[src/rtl/nhr_pkg.sv]
package nhr_pkg;
  localparam int WORD_W  = 16;
  localparam int FUNC_W  = 6;
  localparam int STAT_W  = 4;
  localparam int XM_W    = 2;
  localparam int EXT_W   = 6;
  localparam int OFF_W   = 2;
  localparam int ADDR_W  = WORD_W + EXT_W;

  // control/status bit positions
  localparam int CS_STAT_LO = 0;
  localparam int CS_XM_LO   = CS_STAT_LO + STAT_W;
  localparam int CS_CIE     = CS_XM_LO + XM_W;
  localparam int CS_RIE     = CS_CIE + 1;
  localparam int CS_FUNC_LO = CS_RIE + 1;
  localparam int CS_RXD     = CS_FUNC_LO + FUNC_W;
  localparam int CS_CMDD    = CS_RXD + 1;

  typedef enum logic [OFF_W-1:0] {
    REG_CTRL  = 2'd0,
    REG_BADDR = 2'd1,
    REG_BCNT  = 2'd2,
    REG_AEXT  = 2'd3
  } reg_sel_e;
endpackage

[src/rtl/nhr_addr_form.sv]
module nhr_addr_form
  import nhr_pkg::*;
(
  input  logic              ext_en,
  input  logic [WORD_W-1:0] base,
  input  logic [XM_W-1:0]   xm,
  input  logic [EXT_W-1:0]  ext,
  output logic [ADDR_W-1:0] addr
);
  localparam int PAD_W = ADDR_W - WORD_W - XM_W;

  logic [ADDR_W-1:0] wide_addr;
  logic [ADDR_W-1:0] narrow_addr;

  assign wide_addr = {ext, base};

  generate
    if (PAD_W > 0) begin : g_pad
      assign narrow_addr = {{PAD_W{1'b0}}, xm, base};
    end else begin : g_nopad
      assign narrow_addr = {xm, base};
    end
  endgenerate

  always_comb begin
    if (ext_en) addr = wide_addr;
    else        addr = narrow_addr;
  end
endmodule

[src/rtl/nhr_cmd_ctl.sv]
module nhr_cmd_ctl
  import nhr_pkg::*;
(
  input  logic              clk,
  input  logic              rst,
  input  logic              csr_wr,
  input  logic              csr_rd,
  input  logic [FUNC_W-1:0] w_func,
  input  logic [XM_W-1:0]   w_xm,
  input  logic              w_cie,
  input  logic              w_rie,
  input  logic [ADDR_W-1:0] addr_in,
  input  logic [WORD_W-1:0] count_in,
  input  logic              cmpl,
  input  logic [STAT_W-1:0] cmpl_code,
  input  logic              rx_evt,
  output logic [WORD_W-1:0] csr_val,
  output logic [XM_W-1:0]   xm_q,
  output logic              cie_q,
  output logic              rie_q,
  output logic              cmdd_q,
  output logic              rxd_q,
  output logic              busy_q,
  output logic              stb_q,
  output logic [FUNC_W-1:0] stb_func,
  output logic [ADDR_W-1:0] stb_addr,
  output logic [WORD_W-1:0] stb_count
);
  logic [FUNC_W-1:0] func_q;
  logic [STAT_W-1:0] stat_q;
  logic              wr_ok;
  logic              launch;

  assign wr_ok  = csr_wr && !busy_q;
  assign launch = wr_ok && (w_func != '0);

  always_ff @(posedge clk) begin
    if (rst) begin
      func_q    <= '0;
      stat_q    <= '0;
      xm_q      <= '0;
      cie_q     <= 1'b0;
      rie_q     <= 1'b0;
      cmdd_q    <= 1'b0;
      rxd_q     <= 1'b0;
      busy_q    <= 1'b0;
      stb_q     <= 1'b0;
      stb_func  <= '0;
      stb_addr  <= '0;
      stb_count <= '0;
    end else begin
      stb_q <= launch;
      if (launch) begin
        stb_func  <= w_func;
        stb_addr  <= addr_in;
        stb_count <= count_in;
      end
      if (wr_ok) begin
        func_q <= w_func;
        xm_q   <= w_xm;
        cie_q  <= w_cie;
        rie_q  <= w_rie;
      end
      if (launch)    busy_q <= 1'b1;
      else if (cmpl) busy_q <= 1'b0;
      if (cmpl) stat_q <= cmpl_code;
      // a fresh event wins over the clear-on-read
      if (cmpl)        cmdd_q <= 1'b1;
      else if (csr_rd) cmdd_q <= 1'b0;
      if (rx_evt)      rxd_q  <= 1'b1;
      else if (csr_rd) rxd_q  <= 1'b0;
    end
  end

  always_comb begin
    csr_val = '0;
    csr_val[CS_STAT_LO +: STAT_W] = stat_q;
    csr_val[CS_XM_LO +: XM_W]     = xm_q;
    csr_val[CS_CIE]               = cie_q;
    csr_val[CS_RIE]               = rie_q;
    csr_val[CS_FUNC_LO +: FUNC_W] = func_q;
    csr_val[CS_RXD]               = rxd_q;
    csr_val[CS_CMDD]              = cmdd_q;
  end
endmodule

[src/rtl/nhr_irq.sv]
module nhr_irq #(
  parameter int               VEC_W    = 9,
  parameter logic [VEC_W-1:0] VEC_BASE = 9'o140
) (
  input  logic             cmdd,
  input  logic             rxd,
  input  logic             cie,
  input  logic             rie,
  output logic             irq_cmd,
  output logic             irq_rx,
  output logic [VEC_W-1:0] vec
);
  localparam logic [VEC_W-1:0] VEC_CMD = VEC_BASE + VEC_W'(4);

  assign irq_cmd = cmdd && cie;
  assign irq_rx  = rxd && rie;

  always_comb begin
    if (irq_rx)       vec = VEC_BASE;
    else if (irq_cmd) vec = VEC_CMD;
    else              vec = '0;
  end
endmodule

[src/rtl/nhr_host_regs.sv]
module nhr_host_regs
  import nhr_pkg::*;
#(
  parameter int               VEC_W    = 9,
  parameter logic [VEC_W-1:0] VEC_BASE = 9'o140
) (
  input  logic              clk,
  input  logic              rst,
  input  logic              ext_en,
  input  logic              bus_sel,
  input  logic              bus_wr,
  input  logic              bus_rd,
  input  logic [OFF_W-1:0]  bus_off,
  input  logic [WORD_W-1:0] bus_wdata,
  output logic [WORD_W-1:0] bus_rdata,
  output logic              cmd_stb,
  output logic [FUNC_W-1:0] cmd_func,
  output logic [ADDR_W-1:0] cmd_addr,
  output logic [WORD_W-1:0] cmd_count,
  output logic              cmd_busy,
  input  logic              cmpl_stb,
  input  logic [STAT_W-1:0] cmpl_code,
  input  logic              rx_done_stb,
  output logic              irq_rx,
  output logic              irq_cmd,
  output logic [VEC_W-1:0]  irq_vec
);
  logic [WORD_W-1:0] bar_q;
  logic [WORD_W-1:0] bcr_q;
  logic [EXT_W-1:0]  ext_q;
  logic [WORD_W-1:0] csr_val;
  logic [XM_W-1:0]   xm_q;
  logic [XM_W-1:0]   xm_src;
  logic [ADDR_W-1:0] formed;
  logic              cie_q, rie_q, cmdd_q, rxd_q;
  logic              wr_any, rd_any, csr_wr, csr_rd;

  assign wr_any = bus_sel && bus_wr;
  assign rd_any = bus_sel && bus_rd;
  assign csr_wr = wr_any && (bus_off == REG_CTRL);
  assign csr_rd = rd_any && (bus_off == REG_CTRL);

  // the launching write supplies its own extended-address bits
  assign xm_src = csr_wr ? bus_wdata[CS_XM_LO +: XM_W] : xm_q;

  always_ff @(posedge clk) begin
    if (rst) begin
      bar_q <= '0;
      bcr_q <= '0;
      ext_q <= '0;
    end else if (wr_any) begin
      case (bus_off)
        REG_BADDR: bar_q <= bus_wdata;
        REG_BCNT:  bcr_q <= bus_wdata;
        REG_AEXT:  if (ext_en) ext_q <= bus_wdata[EXT_W-1:0];
        default:   ;
      endcase
    end
  end

  always_ff @(posedge clk) begin
    if (rst) begin
      bus_rdata <= '0;
    end else if (rd_any) begin
      case (bus_off)
        REG_CTRL:  bus_rdata <= csr_val;
        REG_BADDR: bus_rdata <= bar_q;
        REG_BCNT:  bus_rdata <= bcr_q;
        default:   bus_rdata <= ext_en ? {{(WORD_W-EXT_W){1'b0}}, ext_q} : '0;
      endcase
    end
  end

  nhr_addr_form u_addr (
    .ext_en (ext_en),
    .base   (bar_q),
    .xm     (xm_src),
    .ext    (ext_q),
    .addr   (formed)
  );

  nhr_cmd_ctl u_ctl (
    .clk       (clk),
    .rst       (rst),
    .csr_wr    (csr_wr),
    .csr_rd    (csr_rd),
    .w_func    (bus_wdata[CS_FUNC_LO +: FUNC_W]),
    .w_xm      (bus_wdata[CS_XM_LO +: XM_W]),
    .w_cie     (bus_wdata[CS_CIE]),
    .w_rie     (bus_wdata[CS_RIE]),
    .addr_in   (formed),
    .count_in  (bcr_q),
    .cmpl      (cmpl_stb),
    .cmpl_code (cmpl_code),
    .rx_evt    (rx_done_stb),
    .csr_val   (csr_val),
    .xm_q      (xm_q),
    .cie_q     (cie_q),
    .rie_q     (rie_q),
    .cmdd_q    (cmdd_q),
    .rxd_q     (rxd_q),
    .busy_q    (cmd_busy),
    .stb_q     (cmd_stb),
    .stb_func  (cmd_func),
    .stb_addr  (cmd_addr),
    .stb_count (cmd_count)
  );

  nhr_irq #(.VEC_W(VEC_W), .VEC_BASE(VEC_BASE)) u_irq (
    .cmdd    (cmdd_q),
    .rxd     (rxd_q),
    .cie     (cie_q),
    .rie     (rie_q),
    .irq_cmd (irq_cmd),
    .irq_rx  (irq_rx),
    .vec     (irq_vec)
  );
endmodule

[config.mk]
export PLATFORM = sky130hd
export DESIGN_NAME = nhr_host_regs
export DESIGN_NICKNAME = d
export VERILOG_FILES = /design/src/rtl/nhr_pkg.sv /design/src/rtl/nhr_addr_form.sv /design/src/rtl/nhr_cmd_ctl.sv /design/src/rtl/nhr_irq.sv /design/src/rtl/nhr_host_regs.sv
export SDC_FILE = /design/constraint.sdc
export NUM_CORES = 1
export LEC_CHECK = 0
export CORE_UTILIZATION = 60
export CTS_CLUSTER_SIZE = 14
export DETAILED_ROUTE_END_ITERATION = 6
export DONT_BUFFER_PORTS = 1
export PLACE_DENSITY = 0.73
export SKIP_LAST_GASP = 1
export SLEW_MARGIN = 30
export SYNTH_ARGS = -nofsm -noshare
export SYNTH_HDL_FRONTEND = slang
export SYNTH_SLANG_ARGS = --single-unit
[constraint.sdc]
create_clock -name clk -period 2 [get_ports clk]
set_input_delay 0.4 -clock clk [delete_from_list [all_inputs] [get_ports clk]]
set_output_delay 0.4 -clock clk [all_outputs]
set_load 0.1 [all_outputs]
==> impl_metrics.py <==
metrics = {
    "yosys": {
        "synth-edff-count": 0,
        "async_flop_share_pct": 0,
        "leading_cell_type_by_number_of_instances_after_synthesis": "sky130_fd_sc_hd__nand2_1",
        "synth-seq-area-share_pct": 51.0,
        "synth.avg_cell_area_um2": 8.28,
        "synth_cell_types": 30,
        "synthTopCellsByArea": "sky130_fd_sc_hd__dfxtp_1, sky130_fd_sc_hd__nand2_1, sky130_fd_sc_hd__a21oi_1",
        "synthTopCellsByCount": "sky130_fd_sc_hd__nand2_1, sky130_fd_sc_hd__dfxtp_1, sky130_fd_sc_hd__a21oi_1",
        "synth-main-ff-cell": "sky130_fd_sc_hd__dfxtp_1",
        "synth.yosys.warnings": 0,
        "synth-seq-cells": 116,
        "mapped_area_um2": 4550,
        "synthDominantAreaCellType": "sky130_fd_sc_hd__dfxtp_1",
        "syn-instance-count": 550,
        "synth_largest_type_area_fraction_pct": 51.0,
    },
    "grt": {
        "global_route.overflow_total": 0,
        "grt_pass1_vias": 4002,
        "grt_first_pass_wirelength_um": 21100,
        "antenna_found_initial": 0,
        "pin_count_of_the_biggest_net_entering_global_routing": 88,
        "groute.usage.overall_pct": 36.4,
    },
    "cells_and_area": {
        "antenna_cells_inserted": 0,
        "layout.core_utilization_pct": 83.2,
        "drive_above_1_share_pct": 20.0,
        "num-nets-final": 667,
        "syn_to_final_growth_pct": 33.3,
        "finalInstanceArea_um2": 6070,
    },
    "pwr": {
        "internal_power_mw": 4.72,
        "power.combinational.fraction_pct": 7.1,
        "irDropWorstVdd_mv": 0.882,
        "power_density_nw_per_um2": 1020,
        "sw_power_mw": 1.45,
        "leakage_power_total_nw": 2.46,
        "power_frac_clock_pct": 54.1,
        "power.share.switching_pct": 23.4,
        "p_seq_share_pct": 38.7,
    },
    "run": {
        "maxCapViolations": 0,
    },
    "floorplan": {
        "design.die.area_um2": 7940,
        "coreArea_um2": 7290,
        "floorplan.rows": 31,
        "floorplan.die.width_um": 89.1,
        "ios": 103,
        "start_util_pct": 62.4,
        "floorplan.die.height_um": 89.1,
    },
    "route": {
        "num_vias": 4406,
        "detail-route-antenna-nets": 0,
        "total_wirelength_um": 13700,
        "post_drt_wl_per_cell_um": 18.3,
        "viasPerCell": 5.88,
        "detailedRoute.firstIterationViolations": 578,
        "detail_route.drc_violations": 0,
        "dr.pass1.iters": 5,
    },
    "timing": {
        "rsz0062_at_grt": "false",
        "period_share_pct": 97.7,
        "worst_clock_skew_ps": 5.73,
        "final.min_clock_period_ps": 1950,
        "setup_total_negative_slack_ps": 0,
        "final_hold_viol_count": 0,
        "count_of_endpoints_failing_setup_in_the_final_report": 0,
        "timing.slew.headroom_pct": 51.6,
        "worst_margin_pin_slew_ps": 725,
        "slew_limit_fails": 0,
        "fmaxAchievable_mhz": 512,
    },
    "clock_tree": {
        "clock_tree.root_cell": "sky130_fd_sc_hd__clkbuf_8",
        "cts_inserted_buffers": 17,
        "htreeDepth": 4,
        "cts_tree": "built",
        "cts_max_path_buffers": 2,
        "cts_num_sinks": 116,
        "postCtsSetupRepairBufs": 0,
        "clkSlewWorstSetupHoldPaths_ps": 60,
        "clock_insertion_delay_worst_skew_ps": 530,
    },
    "worst_setup_path": {
        "arrival_worst_endpoint_ps": 1550,
        "crit_path_start_kind": "register",
        "critical_path_peak_fanout": 3,
        "critical_path_class": "reg -> out",
        "timing.critical_path.to_type": "primary output",
        "timing.critical_path.required_ps": 1600,
    },
    "status": {
        "status": "completed",
    },
    "placement": {
        "post-dp-hpwl_um": 7720,
        "place_congestion": 0.901,
        "detailed_place.area_um2": 5100,
        "port_buffers": 0,
    },
    "min_path": {
        "min_path_type": "in -> reg",
    },
}
-- repair_timing --
item | CTS | global route
hold buffers | 30 | 0
hold endpoints to repair | 116 | 0
gates resized for setup | 0 | 0
-- sequential cells by signal, indices dropped and copies added, names as in the netlist, 6 cells and up --
name	cells
u_ctl.stb_addr	22
bar_q	16
bcr_q	16
bus_rdata	16
u_ctl.stb_count	16
ext_q	6
u_ctl.func_q	6
u_ctl.stb_func	6
-- worst paths after layout --
| path | start | to | slack [ps] | cells past startpoint |
|---|---|---|---|---|
| max reg2reg | u_ctl.busy_q$_SDFFE_PP0P_ | u_ctl.stb_addr[20]$_SDFFE_PP0P_ | 120 | 6 |
| max | u_ctl.rxd_q$_SDFFE_PP0P_ | irq_vec[5] | 50 | 3 |
| min | cmpl_stb | u_ctl.cmdd_q$_SDFFE_PP0P_ | 0.5 | 2 |
| min reg2reg | bus_rdata[5]$_SDFFE_PP0P_ | bus_rdata[5]$_SDFFE_PP0P_ | 450 | 2 |
-- final cells by class --
class	instances	area, um^2
Sequential cell	116	2320
Timing Repair Buffer	108	941
Tap cell	99	124
Clock buffer	20	455
Multi-Input combinational cell	392	2020
Inverter	2	11.3
Fill cell	425	1220
Clock inverter	12	200
-- cells by family (layout without fill, tap and decap cells) --
| kind of cell | count (synthesis) | in the layout | synth area share (%) |
|---|---|---|---|
| compound gates | 109 | 109 | 13.1 |
| buf+inv | 47 | 142 | 5.30 |
| flops | 116 | 116 | 51.0 |
| mux | 28 | 28 | 7.86 |
| other cells | 1 | 6 | 0.0824 |
| simple gates | 249 | 249 | 22.6 |
-- through the flow --
step	power, mW	hold WS [ps]	instances	setup slack, ps
detailed placement	2.82	441	687	271
global placement	2.81	437	687	295
CTS	6.13	0.548	749	61.6
floorplan	2.81	436	555	21.0
global route	6.32	4.89	749	23.0
finish	6.17	0.503	749	46.2
-- power by group through the flow --
| stage | Clock (mW) | Combinational (mW) | Sequential, mW |
|---|---|---|---|
| floorplan | 0 | 0.250 | 2.56 |
| global placement | 0 | 0.382 | 2.43 |
| detailed placement | 0 | 0.388 | 2.43 |
| CTS | 3.31 | 0.434 | 2.39 |
| global route | 3.47 | 0.460 | 2.39 |
| finish | 3.34 | 0.440 | 2.39 |
-- worst max-delay path: stages (launching register included) --
cell and delay, ps:
sky130_fd_sc_hd__dfxtp_1 350, sky130_fd_sc_hd__and2_2 230, sky130_fd_sc_hd__or2_4 280, sky130_fd_sc_hd__buf_12 170
-- per-layer routing --
| metal | GRT usage [%] | vias to the layer above | share of wire [%] |
|---|---|---|---|
| met4 | 16.3 | 0 | 3.2 |
| met1 | 45.8 | 2065 | 38 |
| met3 | 11.8 | 43 | 11 |
| li1 | - | 1989 | - |
| met2 | 57.5 | 309 | 48 |
| met5 | 0 | - | 0 |
-- cells in the final DEF, fill, tap and decap left out, types with 2 or more instances in the layout --
master                            n
sky130_fd_sc_hd__o211ai_1         2
sky130_fd_sc_hd__bufinv_16        5
sky130_fd_sc_hd__conb_1           6
sky130_fd_sc_hd__a211oi_1        10
sky130_fd_sc_hd__clkinv_2         2
sky130_fd_sc_hd__a21oi_1         95
sky130_fd_sc_hd__and2_1           7
sky130_fd_sc_hd__dlygate4sd3_1   29
sky130_fd_sc_hd__or2_2            2
sky130_fd_sc_hd__mux2i_1         20
sky130_fd_sc_hd__dfxtp_1        116
sky130_fd_sc_hd__nand3_1          2
sky130_fd_sc_hd__mux4_2           6
sky130_fd_sc_hd__buf_4           75
sky130_fd_sc_hd__nor2b_1          2
sky130_fd_sc_hd__clkbuf_16       16
sky130_fd_sc_hd__mux2_2           2
sky130_fd_sc_hd__clkinvlp_4       4
sky130_fd_sc_hd__nand2b_1         3
sky130_fd_sc_hd__nor2_1          34
sky130_fd_sc_hd__nand2_1        179
sky130_fd_sc_hd__nor3_1          10
sky130_fd_sc_hd__clkbuf_8         4
sky130_fd_sc_hd__buf_12           3
Power figures use the tool's default switching activity.
